--- config.mk ---
export PLATFORM = sky130hd
export DESIGN_NAME = dual_issue_interlock
export DESIGN_NICKNAME = d
export VERILOG_FILES = /design/src/rtl/dii_pkg.sv /design/src/rtl/dii_lock_table.sv /design/src/rtl/dii_src_check.sv /design/src/rtl/dii_occupancy.sv /design/src/rtl/dual_issue_interlock.sv
export SDC_FILE = /design/constraint.sdc
export NUM_CORES = 1
export LEC_CHECK = 0
export BUFFER_PORTS_ARGS = -buffer_cell sky130_fd_sc_hd__buf_2
export CORE_UTILIZATION = 28
export CTS_CLUSTER_SIZE = 8
export DETAILED_ROUTE_END_ITERATION = 8
export GPL_TIMING_DRIVEN = 0
export PLACE_DENSITY = 0.41
export SYNTH_ARGS = -nofsm -noshare
export SYNTH_HDL_FRONTEND = slang
export SYNTH_SLANG_ARGS = --single-unit
--- constraint.sdc ---
create_clock -name clk -period 7.9 [get_ports clk]
set_input_delay 0.79 -clock clk [delete_from_list [all_inputs] [get_ports clk]]
set_output_delay 0.79 -clock clk [all_outputs]
set_load 0.005 [all_outputs]
--- src/rtl/dii_pkg.sv ---
package dii_pkg;

    typedef enum logic [1:0] {
        ST_OPEN = 2'd0,
        ST_HOLD = 2'd1,
        ST_TAIL = 2'd2
    } occ_state_t;

endpackage

--- src/rtl/dii_lock_table.sv ---
module dii_lock_table #(
    parameter int NREG = 16,
    parameter int IW   = 4,
    parameter int RW   = 5
) (
    input  logic               clk,
    input  logic               rst_n,
    input  logic               flush,
    input  logic               wa_en,
    input  logic [IW-1:0]      wa_idx,
    input  logic [RW-1:0]      wa_rel,
    input  logic               wb_en,
    input  logic [IW-1:0]      wb_idx,
    input  logic [RW-1:0]      wb_rel,
    output logic [NREG*RW-1:0] rem_flat
);

    // One down-counter per register: cycles left until its newest result is readable.
    for (genvar g = 0; g < NREG; g++) begin : g_reg
        logic [RW-1:0] cnt_q;
        logic [RW-1:0] dec;
        logic [RW-1:0] cand_a;
        logic [RW-1:0] cand_b;
        logic [RW-1:0] cnt_d;

        always_comb begin
            dec    = (cnt_q == '0) ? '0 : cnt_q - RW'(1);
            cand_a = (wa_en && wa_idx == IW'(g) && wa_rel != '0) ? wa_rel - RW'(1) : '0;
            cand_b = (wb_en && wb_idx == IW'(g) && wb_rel != '0) ? wb_rel - RW'(1) : '0;
            cnt_d  = dec;
            if (cand_a > cnt_d) cnt_d = cand_a;
            if (cand_b > cnt_d) cnt_d = cand_b;
        end

        always_ff @(posedge clk or negedge rst_n) begin
            if (!rst_n)     cnt_q <= '0;
            else if (flush) cnt_q <= '0;
            else            cnt_q <= cnt_d;
        end

        assign rem_flat[g*RW +: RW] = cnt_q;
    end

endmodule

--- src/rtl/dii_src_check.sv ---
module dii_src_check #(
    parameter int NREG  = 16,
    parameter int IW    = 4,
    parameter int NSRC  = 2,
    parameter int STG_W = 4,
    parameter int RW    = 5
) (
    input  logic [NREG*RW-1:0]    rem_flat,
    input  logic [NSRC*IW-1:0]    src_idx,
    input  logic [NSRC-1:0]       src_vld,
    input  logic [NSRC*STG_W-1:0] src_need,
    input  logic                  fw_en,
    input  logic [IW-1:0]         fw_idx,
    input  logic [RW-1:0]         fw_rel,
    output logic                  ok
);

    logic [RW-1:0] rem_arr [NREG];

    for (genvar g = 0; g < NREG; g++) begin : g_unpack
        assign rem_arr[g] = rem_flat[g*RW +: RW];
    end

    logic [IW-1:0] idx;
    logic [RW-1:0] eff;

    always_comb begin
        ok  = 1'b1;
        idx = '0;
        eff = '0;
        for (int j = 0; j < NSRC; j++) begin
            idx = src_idx[j*IW +: IW];
            eff = rem_arr[idx];
            // The older slot's new lock counts too, when it issues in the same cycle.
            if (fw_en && fw_idx == idx && fw_rel > eff) eff = fw_rel;
            if (src_vld[j] && eff > RW'(src_need[j*STG_W +: STG_W])) ok = 1'b0;
        end
    end

endmodule

--- src/rtl/dii_occupancy.sv ---
module dii_occupancy
    import dii_pkg::*;
#(
    parameter int CYC_W = 3
) (
    input  logic             clk,
    input  logic             rst_n,
    input  logic             flush,
    input  logic             start_multi,
    input  logic [CYC_W-1:0] start_xcyc,
    output logic             open_o,
    output logic             tail_o
);

    occ_state_t       state_q, state_d;
    logic [CYC_W-1:0] left_q, left_d;

    always_ff @(posedge clk or negedge rst_n) begin
        if (!rst_n) begin
            state_q <= ST_OPEN;
            left_q  <= '0;
        end else if (flush) begin
            state_q <= ST_OPEN;
            left_q  <= '0;
        end else begin
            state_q <= state_d;
            left_q  <= left_d;
        end
    end

    always_comb begin
        state_d = state_q;
        left_d  = left_q;
        unique case (state_q)
            ST_OPEN: begin
                if (start_multi) begin
                    left_d  = start_xcyc;
                    state_d = (start_xcyc == CYC_W'(1)) ? ST_TAIL : ST_HOLD;
                end
            end
            ST_HOLD: begin
                left_d = left_q - CYC_W'(1);
                if (left_q == CYC_W'(2)) state_d = ST_TAIL;
            end
            ST_TAIL: begin
                left_d  = '0;
                state_d = ST_OPEN;
            end
            default: begin
                left_d  = '0;
                state_d = ST_OPEN;
            end
        endcase
    end

    always_comb begin
        open_o = (state_q == ST_OPEN);
        tail_o = (state_q == ST_TAIL);
    end

endmodule

--- src/rtl/dual_issue_interlock.sv ---
module dual_issue_interlock #(
    parameter int NREG  = 16,
    parameter int NSRC  = 2,
    parameter int STG_W = 4,
    parameter int CYC_W = 3,
    localparam int IW     = $clog2(NREG),
    localparam int MAXREL = ((1 << STG_W) - 1) + ((1 << CYC_W) - 1),
    localparam int RW     = $clog2(MAXREL + 1)
) (
    input  logic                  clk,
    input  logic                  rst_n,
    input  logic                  flush,
    input  logic                  s0_vld,
    input  logic [NSRC*IW-1:0]    s0_src_idx,
    input  logic [NSRC-1:0]       s0_src_vld,
    input  logic [NSRC*STG_W-1:0] s0_src_need,
    input  logic                  s0_dst_vld,
    input  logic [IW-1:0]         s0_dst_idx,
    input  logic [STG_W-1:0]      s0_dst_stg,
    input  logic [CYC_W-1:0]      s0_xcyc,
    input  logic                  s1_vld,
    input  logic [NSRC*IW-1:0]    s1_src_idx,
    input  logic [NSRC-1:0]       s1_src_vld,
    input  logic [NSRC*STG_W-1:0] s1_src_need,
    input  logic                  s1_dst_vld,
    input  logic [IW-1:0]         s1_dst_idx,
    input  logic [STG_W-1:0]      s1_dst_stg,
    input  logic [CYC_W-1:0]      s1_xcyc,
    output logic                  grant0,
    output logic                  grant1,
    output logic                  stall
);

    logic [NREG*RW-1:0] rem_flat;
    logic [RW-1:0]      rel0, rel1;
    logic               st_open, st_tail;
    logic               s0_multi, s1_multi;

    assign rel0     = RW'(s0_dst_stg) + RW'(s0_xcyc);
    assign rel1     = RW'(s1_dst_stg) + RW'(s1_xcyc);
    assign s0_multi = (s0_xcyc != '0);
    assign s1_multi = (s1_xcyc != '0);

    // Per-slot source checks; only the younger slot sees the older slot's new lock.
    logic [NSRC*IW-1:0]    sl_idx  [2];
    logic [NSRC-1:0]       sl_sv   [2];
    logic [NSRC*STG_W-1:0] sl_need [2];
    logic                  sl_ok   [2];

    assign sl_idx[0]  = s0_src_idx;
    assign sl_idx[1]  = s1_src_idx;
    assign sl_sv[0]   = s0_src_vld;
    assign sl_sv[1]   = s1_src_vld;
    assign sl_need[0] = s0_src_need;
    assign sl_need[1] = s1_src_need;

    for (genvar s = 0; s < 2; s++) begin : g_slot
        dii_src_check #(
            .NREG (NREG),
            .IW   (IW),
            .NSRC (NSRC),
            .STG_W(STG_W),
            .RW   (RW)
        ) u_chk (
            .rem_flat(rem_flat),
            .src_idx (sl_idx[s]),
            .src_vld (sl_sv[s]),
            .src_need(sl_need[s]),
            .fw_en   ((s == 1) ? s0_dst_vld : 1'b0),
            .fw_idx  (s0_dst_idx),
            .fw_rel  (rel0),
            .ok      (sl_ok[s])
        );
    end

    logic same_dst;
    assign same_dst = s0_dst_vld && s1_dst_vld && (s0_dst_idx == s1_dst_idx);

    always_comb begin
        grant0 = s0_vld && sl_ok[0] && (st_open || (st_tail && !s0_multi));
        grant1 = grant0 && st_open && s1_vld && sl_ok[1]
                 && !s0_multi && !s1_multi && !same_dst;
        stall  = s0_vld && !grant0;
    end

    dii_lock_table #(
        .NREG(NREG),
        .IW  (IW),
        .RW  (RW)
    ) u_locks (
        .clk     (clk),
        .rst_n   (rst_n),
        .flush   (flush),
        .wa_en   (grant0 && s0_dst_vld),
        .wa_idx  (s0_dst_idx),
        .wa_rel  (rel0),
        .wb_en   (grant1 && s1_dst_vld),
        .wb_idx  (s1_dst_idx),
        .wb_rel  (rel1),
        .rem_flat(rem_flat)
    );

    dii_occupancy #(
        .CYC_W(CYC_W)
    ) u_occ (
        .clk        (clk),
        .rst_n      (rst_n),
        .flush      (flush),
        .start_multi(grant0 && s0_multi),
        .start_xcyc (s0_xcyc),
        .open_o     (st_open),
        .tail_o     (st_tail)
    );

endmodule

==> metrics.txt, run 1 <==
final total power=about 8500 µW; clk buf depth=2; PwrDens=about 500 nW/µm²; grt ovf=0; CTS root buffer=clkbuf_16; clk sinks=85; DIE WIDTH=approximately 230 µm; final instance area=~17,000 µm²; antenna violations before repair=5; Crit path buffers/inverters=6; Crit Path Class=input pin to register; Core ar.=roughly 53,000 µm²; DIE AREA=about 54,000 µm²; status=complete, but fails checks; gpl congestion=between 0.9 and 1; I/O Pins=roughly 70; worst path required time=roughly 8000 ps; die height=~230 µm; clock skew=around 17 ps; fraction of registers with async set/reset=1.00; final hold slack=roughly 330 ps; Pre-antenna DRT Iters=6; clock-pin slew on the worst setup and hold paths=about 80 ps; H-tree levels=3; Post-layout nets=roughly 2,200; Setup Viol. Count Final=0; xor and xnor fraction of the mapped netlist area=0.0329; flops & latches, synth=between 80 and 90; Setup TNS=0 ps; Seq/Total Area, Yosys=0.143; Period minus WS final=7570 ps; n_diodes=0; failing checks=capacitance limit, slew limit; RSZ-0062 raised after global routing=true; dominant synthesized flop cell=dfrtp_1; top post-synthesis cells by area=ha_1 18%, dfrtp_1 14%, mux4_2 13%; port bufs=between 50 and 60; peak supply drop=roughly 0.16 mV; max-cap viol count=2; Slew HR=-0.0625; DP Wirelength=a little under 60 mm; measured slew at the worst slew-check pin=~1600 ps; mux contribution to synthesized area=0.154; total track usage=0.268; fillers=around 5,600; synthesized area=between 10,000 and 15,000 µm²; Crit. End Element=register; FP Rows=84; area post-placement=roughly 16,000 µm²; post-synthesis simple-gate area fraction=0.252; largest area contributor in the netlist=ha_1; synth unique cells=between 70 and 80; DR vias/cell=between 5 and 6; top-area cell type share of the netlist area=0.177; worst skew pair latency=about 400 ps; WL final=between 70 and 80 mm; Worst EP arrival=7870 ps; Hold Crit Class=input pin to async pin; Post-Synth Adder-Cell Area=0.180; first-pass GRT wire length=around 100 mm; Routed Antenna Nets=0; Fmax=132 MHz; initial core utilization=0.284; LEAKAGE=0.00667 µW; Mapped Cells=~1,900; Tcrit/Tclk final=0.958; syn avg cell area=~8.0 µm²; most used cell, CP=o21a_1; largest net degree at the start of global routing=59; largest family of logic cells by synthesized area=simple AND/OR/NAND/NOR gates; post-synthesis compound-gate area fraction=0.186; DRC viols=0; Final Hold Viols=0; post-layout util=0.319; Syn Nets=between 2,000 and 2,500; Layout area overhead=12.4%; number of synthesized flops with an enable pin=0; DRT iter0 DRCs=1,409; Slowest-stage cell, CP=mux4_2; CP max stage delay=roughly 570 ps; crit path launch type=input pin; WL/cell=~27 µm; hold_buf cts=0; via count=approximately 16,000; CP top delay family=compound AO/OA/AOI/OAI gates; TritonCTS clock tree=yes; CTS buffer count=9; vias in the first global route=between 10,000 and 15,000; Warnings, synthesis=0; layout cells sized above 1=0.147; max-slew violation count=20; CP max FO=10
[final cells by class]
cell class / instances / area [µm²] / area share
Inverter: 109 / 409 / 0.0244
Clock buffer: 10 / 229 / 0.0137
Buffer: 89 / 437 / 0.0261
Clock inverter: 6 / 63.8 / 0.00381
Tap cell: 688 / 861 / 0.0514
Timing Repair Buffer: 65 / 393 / 0.0234
Sequential cell: 85 / 2130 / 0.127
Multi-Input combinational cell: 1578 / 12200 / 0.730
[cell families (layout without fill, tap and decap cells)]
kind of cell / Yosys count / after routing
compound gates: 426 / 426
fa+ha+maj: 213 / 213
simple gates: 767 / 767
flops: 85 / 85
xor+xnor: 56 / 56
mux: 116 / 116
buf+inv: 203 / 279
[Yosys cell counts, drive strengths merged, types with 12 or more instances]
cell	count
o21a	64
nor4	53
nor3	85
nand2b	15
nor3b	15
o21ai	95
a21o	16
nand2	138
nand4	39
mux2i	22
o22ai	36
xor2	44
xnor2	12
or4	13
nor2	248
dfrtp	85
a21oi	91
a22oi	18
buf	35
or2	24
ha	211
clkbuf	59
o2bb2ai	14
nor2b	39
mux4	89
a31oi	13
inv	108
a31o	12
nand3	56
[worst paths after layout]
kind / slack (ps) / endpoint / start / depth (start not counted)
max in group asynchronous: 6820 / u_occ.left_q[1] / rst_n / 2
min in group clk: 560 / u_occ.left_q[0] / u_occ.left_q[0] / 1
min reg2reg: 560 / u_occ.left_q[0] / u_occ.left_q[0] / 1
min: 330 / u_locks.g_reg[13].cnt_q[4] / rst_n / 1
max reg2reg: 550 / u_locks.g_reg[12].cnt_q[1] / u_locks.g_reg[3].cnt_q[4] / 31
max: 330 / u_locks.g_reg[12].cnt_q[1] / s1_src_idx[4] / 34
[cell usage in the layout (no fill, tap or decap), drive strengths merged, types with 85 or more instances in the layout]
master and count:
dfrtp 85, mux4 89, nand2 138, buf 99, o21ai 95, nor3 85
inv 108, ha 211, nor2 248, a21oi 91
[sequential cells by signal, summed over array words and instances, names as in the netlist]
register	count
u_locks.g.cnt_q	80
u_occ.left_q	3
u_occ.state_q	2
[routing by layer]
metal,vias up,GRT usage,wire length (µm)
met5,-,0,12
met2,614,0.438,33400
met1,7705,0.351,31400
met3,115,0.0354,4510
met4,2,0.115,2970
li1,7145,-,-
[where the power goes]
part	internal [µW]	total (µW)	switching, µW
clock network	245	471	226
logic	2980	7050	4080
registers	566	941	374
[through the flow]
stage / setup WS, ps / std cells
6_report: 329 / 2630
5_1_grt: -22.1 / 2630
4_1_cts: 3.38 / 2623
3_5_place_dp: -1990 / 2607
3_3_place_gp: -2190 / 2606
2_1_floorplan: 227 / 1866
[timing repair]
| item | in CTS | in global routing |
|---|---|---|
| resized for setup | 56 | 37 |
| pin swaps | 5 | 6 |
| setup endpoints to repair | 81 | 80 |
| setup buffers | 5 | 7 |
No activity file was read; power rests on OpenSTA's default activity.
==> run 2, diff against run 1 <==
--- a/config.mk
+++ b/config.mk
@@ -6,6 +6,7 @@
 export NUM_CORES = 1
 export LEC_CHECK = 0
 export BUFFER_PORTS_ARGS = -buffer_cell sky130_fd_sc_hd__buf_2
+export CORE_ASPECT_RATIO = 0.8
 export CORE_UTILIZATION = 28
 export CTS_CLUSTER_SIZE = 8
 export DETAILED_ROUTE_END_ITERATION = 8
==> constraint.sdc (replaced) <==
create_clock -name clk -period 8.65 [get_ports clk]
set_input_delay 0.865 -clock clk [delete_from_list [all_inputs] [get_ports clk]]
set_output_delay 0.865 -clock clk [all_outputs]
set_load 0.005 [all_outputs]
==> metrics.txt, run 2 (synthesis results as in run 1) <==
status=complete, but fails checks (unchanged); failing checks=capacitance limit, slew limit (unchanged); Core ar.=52,600 µm² (unchanged); commonest non-fill, non-tap cells in the layout=247 x nor2_1, 211 x ha_1, 138 x nand2_1, 107 x inv_1, 91 x a21oi_1 (was 247 x nor2_1, 211 x ha_1, 138 x nand2_1, 107 x inv_1, 90 x a21oi_1); placed cell count=2,613 (was 2,607); Fmax=121 MHz; clock-pin slew on the worst setup and hold paths=70 ps (was 80 ps); DIE AREA=54,200 µm² (about the same); clk buf depth=2 (unchanged); CP max stage delay=550 ps (was 570 ps); cell depth of the worst flop-to-flop path=29 (was 31); crit path launch type=input pin (unchanged); reg2reg end=u_locks.g_reg[14].cnt_q[1] (was u_locks.g_reg[12].cnt_q[1]); measured slew at the worst slew-check pin=1510 ps (was 1580 ps); Period minus WS final=about 8000 ps; initial core utilization=0.284 (unchanged); max-slew violation count=10 (was 20); I/O Pins=68 (unchanged); gpl congestion=0.944 (was 0.965); worst skew pair latency=390 ps (was 400 ps); Tcrit/Tclk final=0.953; DRC viols=0 (unchanged); Final Hold Viols=0 (unchanged); Slowest-stage cell, CP=clkbuf_1 (was mux4_2); DR vias/cell=5.92 (about the same); WL final=71.4 mm (was 72.3 mm); global route hottest layer=met2 (unchanged); post-layout util=0.316 (was 0.319); CTS root buffer=clkbuf_16 (unchanged); Setup WS pre-CTS=-1670 ps (was -1990 ps); R2R Setup Slk=730 ps (was 550 ps); Pre-antenna DRT Iters=5 (was 6); top flop regs=u_locks.g.cnt_q x80, u_occ.left_q x3, u_occ.state_q x2 (unchanged); max-cap viol count=1 (was 2); worst setup margin=405 ps (was 329 ps); peak supply drop=0.336 mV (was 0.158 mV); final instance area=16,600 µm² (was 16,800 µm²); Layout area overhead=11.3% (was 12.4%); Slew HR=-0.0157 (was -0.0625); grt ovf=0 (unchanged); met1 GRT Util=0.391 (was 0.351); most used cell, CP=o21a_1 (unchanged); routing usage on met3=0.0446 (was 0.0354); H-tree levels=3 (unchanged); Hold Crit Class=input pin to async pin (unchanged); Post-layout nets=2,210 (was 2,215); final hold slack=557 ps (was 331 ps); layout cells sized above 1=0.135 (was 0.147); post-route insts no fill=2,632 (was 2,630); WL/cell=27.1 µm (was 27.5 µm); DIE WIDTH=260 µm (was 233 µm); via count=15,583 (was 15,581); total track usage=0.264 (was 0.268); commonest non-fill, non-tap cell in the layout=nor2_1 (unchanged); largest net degree at the start of global routing=51 (was 59); antenna violations before repair=1 (was 5); clock skew=10.0 ps (was 17.4 ps); DP Wirelength=57.3 mm (was 58.1 mm); Crit. End Element=register (unchanged); Top reg by flops=u_locks.g.cnt_q (unchanged); worst path required time=8950 ps (was 8200 ps); Routed Antenna Nets=0 (unchanged); first-pass GRT wire length=103 mm (was 104 mm); PwrDens=462 nW/µm² (was 505 nW/µm²); die height=208 µm (was 233 µm); FP Rows=75 (was 84); DRT iter0 DRCs=1,660 (was 1,409); Worst R2R Start=u_locks.g_reg[0].cnt_q[4] (was u_locks.g_reg[3].cnt_q[4]); port bufs=52 (unchanged); TritonCTS clock tree=yes (unchanged); Crit Path Class=input pin to register (unchanged); area post-placement=16,100 µm² (about the same); CTS buffer count=9 (unchanged); met2 usage=0.392 (was 0.438); vias in the first global route=14,882 (was 14,995); CP max FO=10 (unchanged); Worst EP arrival=8540 ps (was 7870 ps); clk sinks=85 (unchanged); max reg flops=80 (unchanged); Setup Viol. Count Final=0 (unchanged); LEAKAGE=0.00662 µW (was 0.00667 µW)
run 2: per-stage QoR:
step,setup TNS (ps),total power (µW)
after floorplan,0,5450
after global placement,-86570,6870
after detailed placement,-97850,6970
after CTS,0,7480
after global routing,-1.55,8430
final,0,7680
run 2: what timing repair did:
item                       4_1_cts  5_1_grt
gates resized for setup         23       21
buffers inserted                 2        4
pin swaps                        2        1
setup endpoints to repair       81       78
hold buffers                     0        0
run 2: how the worst max path moves through the flow:
stage,slack (ps),start,depth (start not counted),endpoint
after CTS,9,s0_src_idx[5],32,u_locks.g_reg[10].cnt_q[2]
after global placement,-1790,s0_src_idx[4],31,u_locks.g_reg[12].cnt_q[1]
after global routing,-2,s0_src_idx[4],29,u_locks.g_reg[12].cnt_q[1]
after floorplan,660,s1_src_idx[0],33,u_locks.g_reg[12].cnt_q[1]
final,400,s0_src_idx[1],31,u_locks.g_reg[0].cnt_q[2]
after detailed placement,-1670,s1_src_idx[0],32,u_locks.g_reg[12].cnt_q[1]
run 2: area by class of cell:
type / instances / area, µm²
repair buffers: 60 / 347
clock inverters: 4 / 45.0
fillers: 5659 / 35900
clock buffers: 12 / 267
inverters: 109 / 409
plain buffers: 89 / 395
diodes: 2 / 5.00
multi-input cells: 1578 / 12100
well taps: 693 / 867
flip-flops and latches: 85 / 2130
run 2: critical path: cells and delay by family:
family,cells,cell delay (ps)
compound gates,13,2080
buf+inv,6,1990
mux,2,900
simple gates,7,1790
fa+ha+maj,3,880
run 2: layer usage:
metal	wire (µm)	vias to the layer above
li1	-	7130
met1	33600	7692
met2	30500	685
met3	6010	76
met4	1340	0
met5	0	-
run 2: report_power, final:
part | switching, µW | leakage [µW] | internal, µW
clock network | 200 | 0.000158 | 246
logic | 3710 | 0.00530 | 2650
registers | 348 | 0.00117 | 517
total | 4260 | 0.00662 | 3420
==> run 3, diff against run 2 <==
--- a/config.mk
+++ b/config.mk
@@ -5,13 +5,14 @@
 export SDC_FILE = /design/constraint.sdc
 export NUM_CORES = 1
 export LEC_CHECK = 0
+export ABC_AREA = 1
 export BUFFER_PORTS_ARGS = -buffer_cell sky130_fd_sc_hd__buf_2
 export CORE_ASPECT_RATIO = 0.8
 export CORE_UTILIZATION = 28
 export CTS_CLUSTER_SIZE = 8
 export DETAILED_ROUTE_END_ITERATION = 8
 export GPL_TIMING_DRIVEN = 0
-export PLACE_DENSITY = 0.41
+export PLACE_DENSITY = 0.4
 export SYNTH_ARGS = -nofsm -noshare
 export SYNTH_HDL_FRONTEND = slang
 export SYNTH_SLANG_ARGS = --single-unit
==> metrics.txt, run 3 <==
TritonCTS clock tree=yes (unchanged); Crit. End Element=register (unchanged); Top reg by flops=u_locks.g.cnt_q (unchanged); most used cell, CP=nand2_1 (was o21a_1); Period minus WS final=8260 ps (was 8250 ps); CTS root buffer=clkbuf_16 (unchanged); post-route insts no fill=3,448 (was 2,632); LEAKAGE=0.00836 µW (was 0.00662 µW); mux contribution to synthesized area=0 (was 0.154); dominant synthesized flop cell=dfrtp_1 (unchanged); CP max stage delay=580 ps (was 550 ps); Post-Synth Adder-Cell Area=0.169 (was 0.180); top post-synthesis cells by area=ha_1 17%, dfrtp_1 13%, a21oi_1 11% (was ha_1 18%, dfrtp_1 14%, mux4_2 13%); peak supply drop=0.132 mV (was 0.336 mV); fillers=6,352 (was 5,659); Warnings, synthesis=0 (unchanged); syn avg cell area=6.04 µm² (was 7.99 µm²); Setup TNS=0 ps (unchanged); max-cap viol count=0 (was 1); Crit Path Class=input pin to register (unchanged); clock skew=15.4 ps (was 10.0 ps); Setup WS pre-CTS=-1270 ps (was -1670 ps); Worst EP arrival=8560 ps (was 8540 ps); Worst R2R Start=u_locks.g_reg[9].cnt_q[2] (was u_locks.g_reg[0].cnt_q[4]); fraction of registers with async set/reset=1.00 (unchanged); Mapped Cells=2,620 (was 1,866); count leader, synth=nand2_1 (was nor2_1); via count=19,549 (was 15,583); reg2reg end=u_locks.g_reg[10].cnt_q[0] (was u_locks.g_reg[14].cnt_q[1]); vias in the first global route=17,805 (was 14,882); max reg flops=80 (unchanged); PwrDens=325 nW/µm² (was 462 nW/µm²); clock-pin slew on the worst setup and hold paths=70 ps (about the same); largest net degree at the start of global routing=50 (was 51); CP max FO=12 (was 10); n_diodes=0 (was 2); I/O Pins=68 (unchanged); Slowest-stage cell, CP=clkbuf_2 (was clkbuf_1); antenna violations before repair=4 (was 1); Slew HR=0.0588 (was -0.0157); commonest non-fill, non-tap cell in the layout=nand2_1 (was nor2_1); gpl congestion=0.990 (was 0.944); largest family of logic cells by synthesized area=simple AND/OR/NAND/NOR gates (unchanged); R2R Setup Slk=1150 ps (was 730 ps); DIE WIDTH=268 µm (was 260 µm); Routed Antenna Nets=0 (unchanged); Fmax=121 MHz (about the same); grt ovf=0 (unchanged); port bufs=60 (was 52); status=finished clean (was complete, but fails checks); DRT iter0 DRCs=2,483 (was 1,660); Syn Nets=2,898 (was 2,144); Setup Viol. Count Final=0 (unchanged); die height=215 µm (was 208 µm); DR vias/cell=5.67 (was 5.92); DP Wirelength=69.7 mm (was 57.3 mm); Core ar.=55,500 µm² (was 52,600 µm²); Layout area overhead=10.7% (was 11.3%); worst setup margin=392 ps (was 405 ps); clk sinks=85 (unchanged); xor and xnor fraction of the mapped netlist area=0.0149 (was 0.0329); DRC viols=0 (unchanged); flops & latches, synth=85 (unchanged); Hold Crit Class=input pin to async pin (unchanged); FP Rows=77 (was 75); Post-layout nets=2,972 (was 2,210); hold_buf cts=0 (unchanged); top flop regs=u_locks.g.cnt_q x80, u_occ.left_q x3, u_occ.state_q x2 (unchanged); DIE AREA=57,500 µm² (was 54,200 µm²); Final Hold Viols=0 (unchanged); worst skew pair latency=390 ps (about the same); post-synthesis simple-gate area fraction=0.351 (was 0.252); first-pass GRT wire length=127 mm (was 103 mm); WL final=89.5 mm (was 71.4 mm); synth unique cells=43 (was 71); synthesized area=15,800 µm² (was 14,900 µm²); max-slew violation count=0 (was 10); Tcrit/Tclk final=0.955 (was 0.953); crit path launch type=input pin (unchanged); Seq/Total Area, Yosys=0.134 (was 0.143); largest area contributor in the netlist=ha_1 (unchanged); worst path required time=8960 ps (was 8950 ps); placed cell count=3,433 (was 2,613); initial core utilization=0.285 (was 0.284); measured slew at the worst slew-check pin=1410 ps (was 1510 ps); total track usage=0.308 (was 0.264); number of synthesized flops with an enable pin=0 (unchanged); top-area cell type share of the netlist area=0.167 (was 0.177); Commonest cells post-synth=387 x nand2_1, 349 x a21oi_1, 328 x inv_1 (was 247 x nor2_1, 211 x ha_1, 138 x nand2_1); post-synthesis compound-gate area fraction=0.211 (was 0.186); CTS buffer count=9 (unchanged); WL/cell=26.0 µm (was 27.1 µm); Pre-antenna DRT Iters=6 (was 5); cell depth of the worst flop-to-flop path=37 (was 29); RSZ-0062 raised after global routing=false; H-tree levels=3 (unchanged); clk buf depth=2 (unchanged); commonest non-fill, non-tap cells in the layout=387 x nand2_1, 349 x a21oi_1, 328 x inv_1, 274 x nand3_1, 262 x nor2_1 (was 247 x nor2_1, 211 x ha_1, 138 x nand2_1, 107 x inv_1, 91 x a21oi_1); layout cells sized above 1=0.0771 (was 0.135)
run 3: layout make-up:
| cell class | count | area [µm²] | share of cell area |
|---|---|---|---|
| sequential | 85 | 2130 | 0.121 |
| clock inverter | 6 | 71.3 | 0.00407 |
| timing repair buffer | 63 | 353 | 0.0202 |
| inverter | 340 | 1280 | 0.0729 |
| buffer | 127 | 628 | 0.0359 |
| tap | 750 | 938 | 0.0536 |
| multi-input combinational | 2068 | 11900 | 0.679 |
| clock buffer | 9 | 225 | 0.0129 |
run 3: power breakdown:
| group | internal [µW] | switching [µW] | leakage (µW) | total [µW] |
|---|---|---|---|---|
| logic | 1400 | 3090 | 0.00710 | 4490 |
| registers | 532 | 230 | 0.00113 | 762 |
| clock network | 225 | 206 | 0.000139 | 431 |
run 3: layer usage:
layer  track usage  share of wire
met4         0.102          0.034
met1         0.463           0.48
met5             0              0
met3        0.0554          0.092
met2         0.433           0.40
run 3: worst max-delay path by stage:
stage | cells past startpoint | slack [ps] | from | end
after floorplan | 43 | 2150 | s0_src_idx[0] | u_locks.g_reg[8].cnt_q[1]
after global placement | 31 | -1870 | s0_xcyc[0] | u_locks.g_reg[8].cnt_q[4]
after detailed placement | 30 | -1270 | s0_xcyc[0] | u_locks.g_reg[8].cnt_q[4]
after CTS | 30 | 120 | s0_xcyc[0] | u_locks.g_reg[8].cnt_q[4]
after global routing | 39 | 20 | s0_src_idx[0] | u_locks.g_reg[10].cnt_q[0]
final | 31 | 390 | s0_xcyc[0] | u_locks.g_reg[15].cnt_q[4]
run 3: repair_timing:
action,4_1_cts,5_1_grt
resized for setup,2,25
buffers inserted,0,0
endpoints found under the setup margin,50,67
run 3: logic make-up after synthesis:
| group | count (synthesis) |
|---|---|
| compound gates | 637 |
| xor+xnor | 27 |
| fa+ha+maj | 213 |
| buf+inv | 467 |
| flops | 85 |
| simple gates | 1191 |
run 3: worst max-delay path: cells and delay by family:
family                   cells  cell delay [ps]
buffers and inverters        9             2800
AND/OR/NAND/NOR             15             2630
adder cells (fa/ha/maj)      4             1220
AO/OA/AOI/OAI                3             1010
run 3: stage by stage:
stage | cell area, µm² | hold slack [ps] | total power (µW) | util
after floorplan | 15800 | 462 | 3590 | -
after global placement | 17100 | 498 | 5010 | 0.307
after detailed placement | 17100 | 499 | 5050 | 0.309
after CTS | 17400 | 494 | 5510 | 0.314
after global routing | 17500 | 522 | 6220 | 0.316
final | 17500 | 483 | 5680 | 0.316
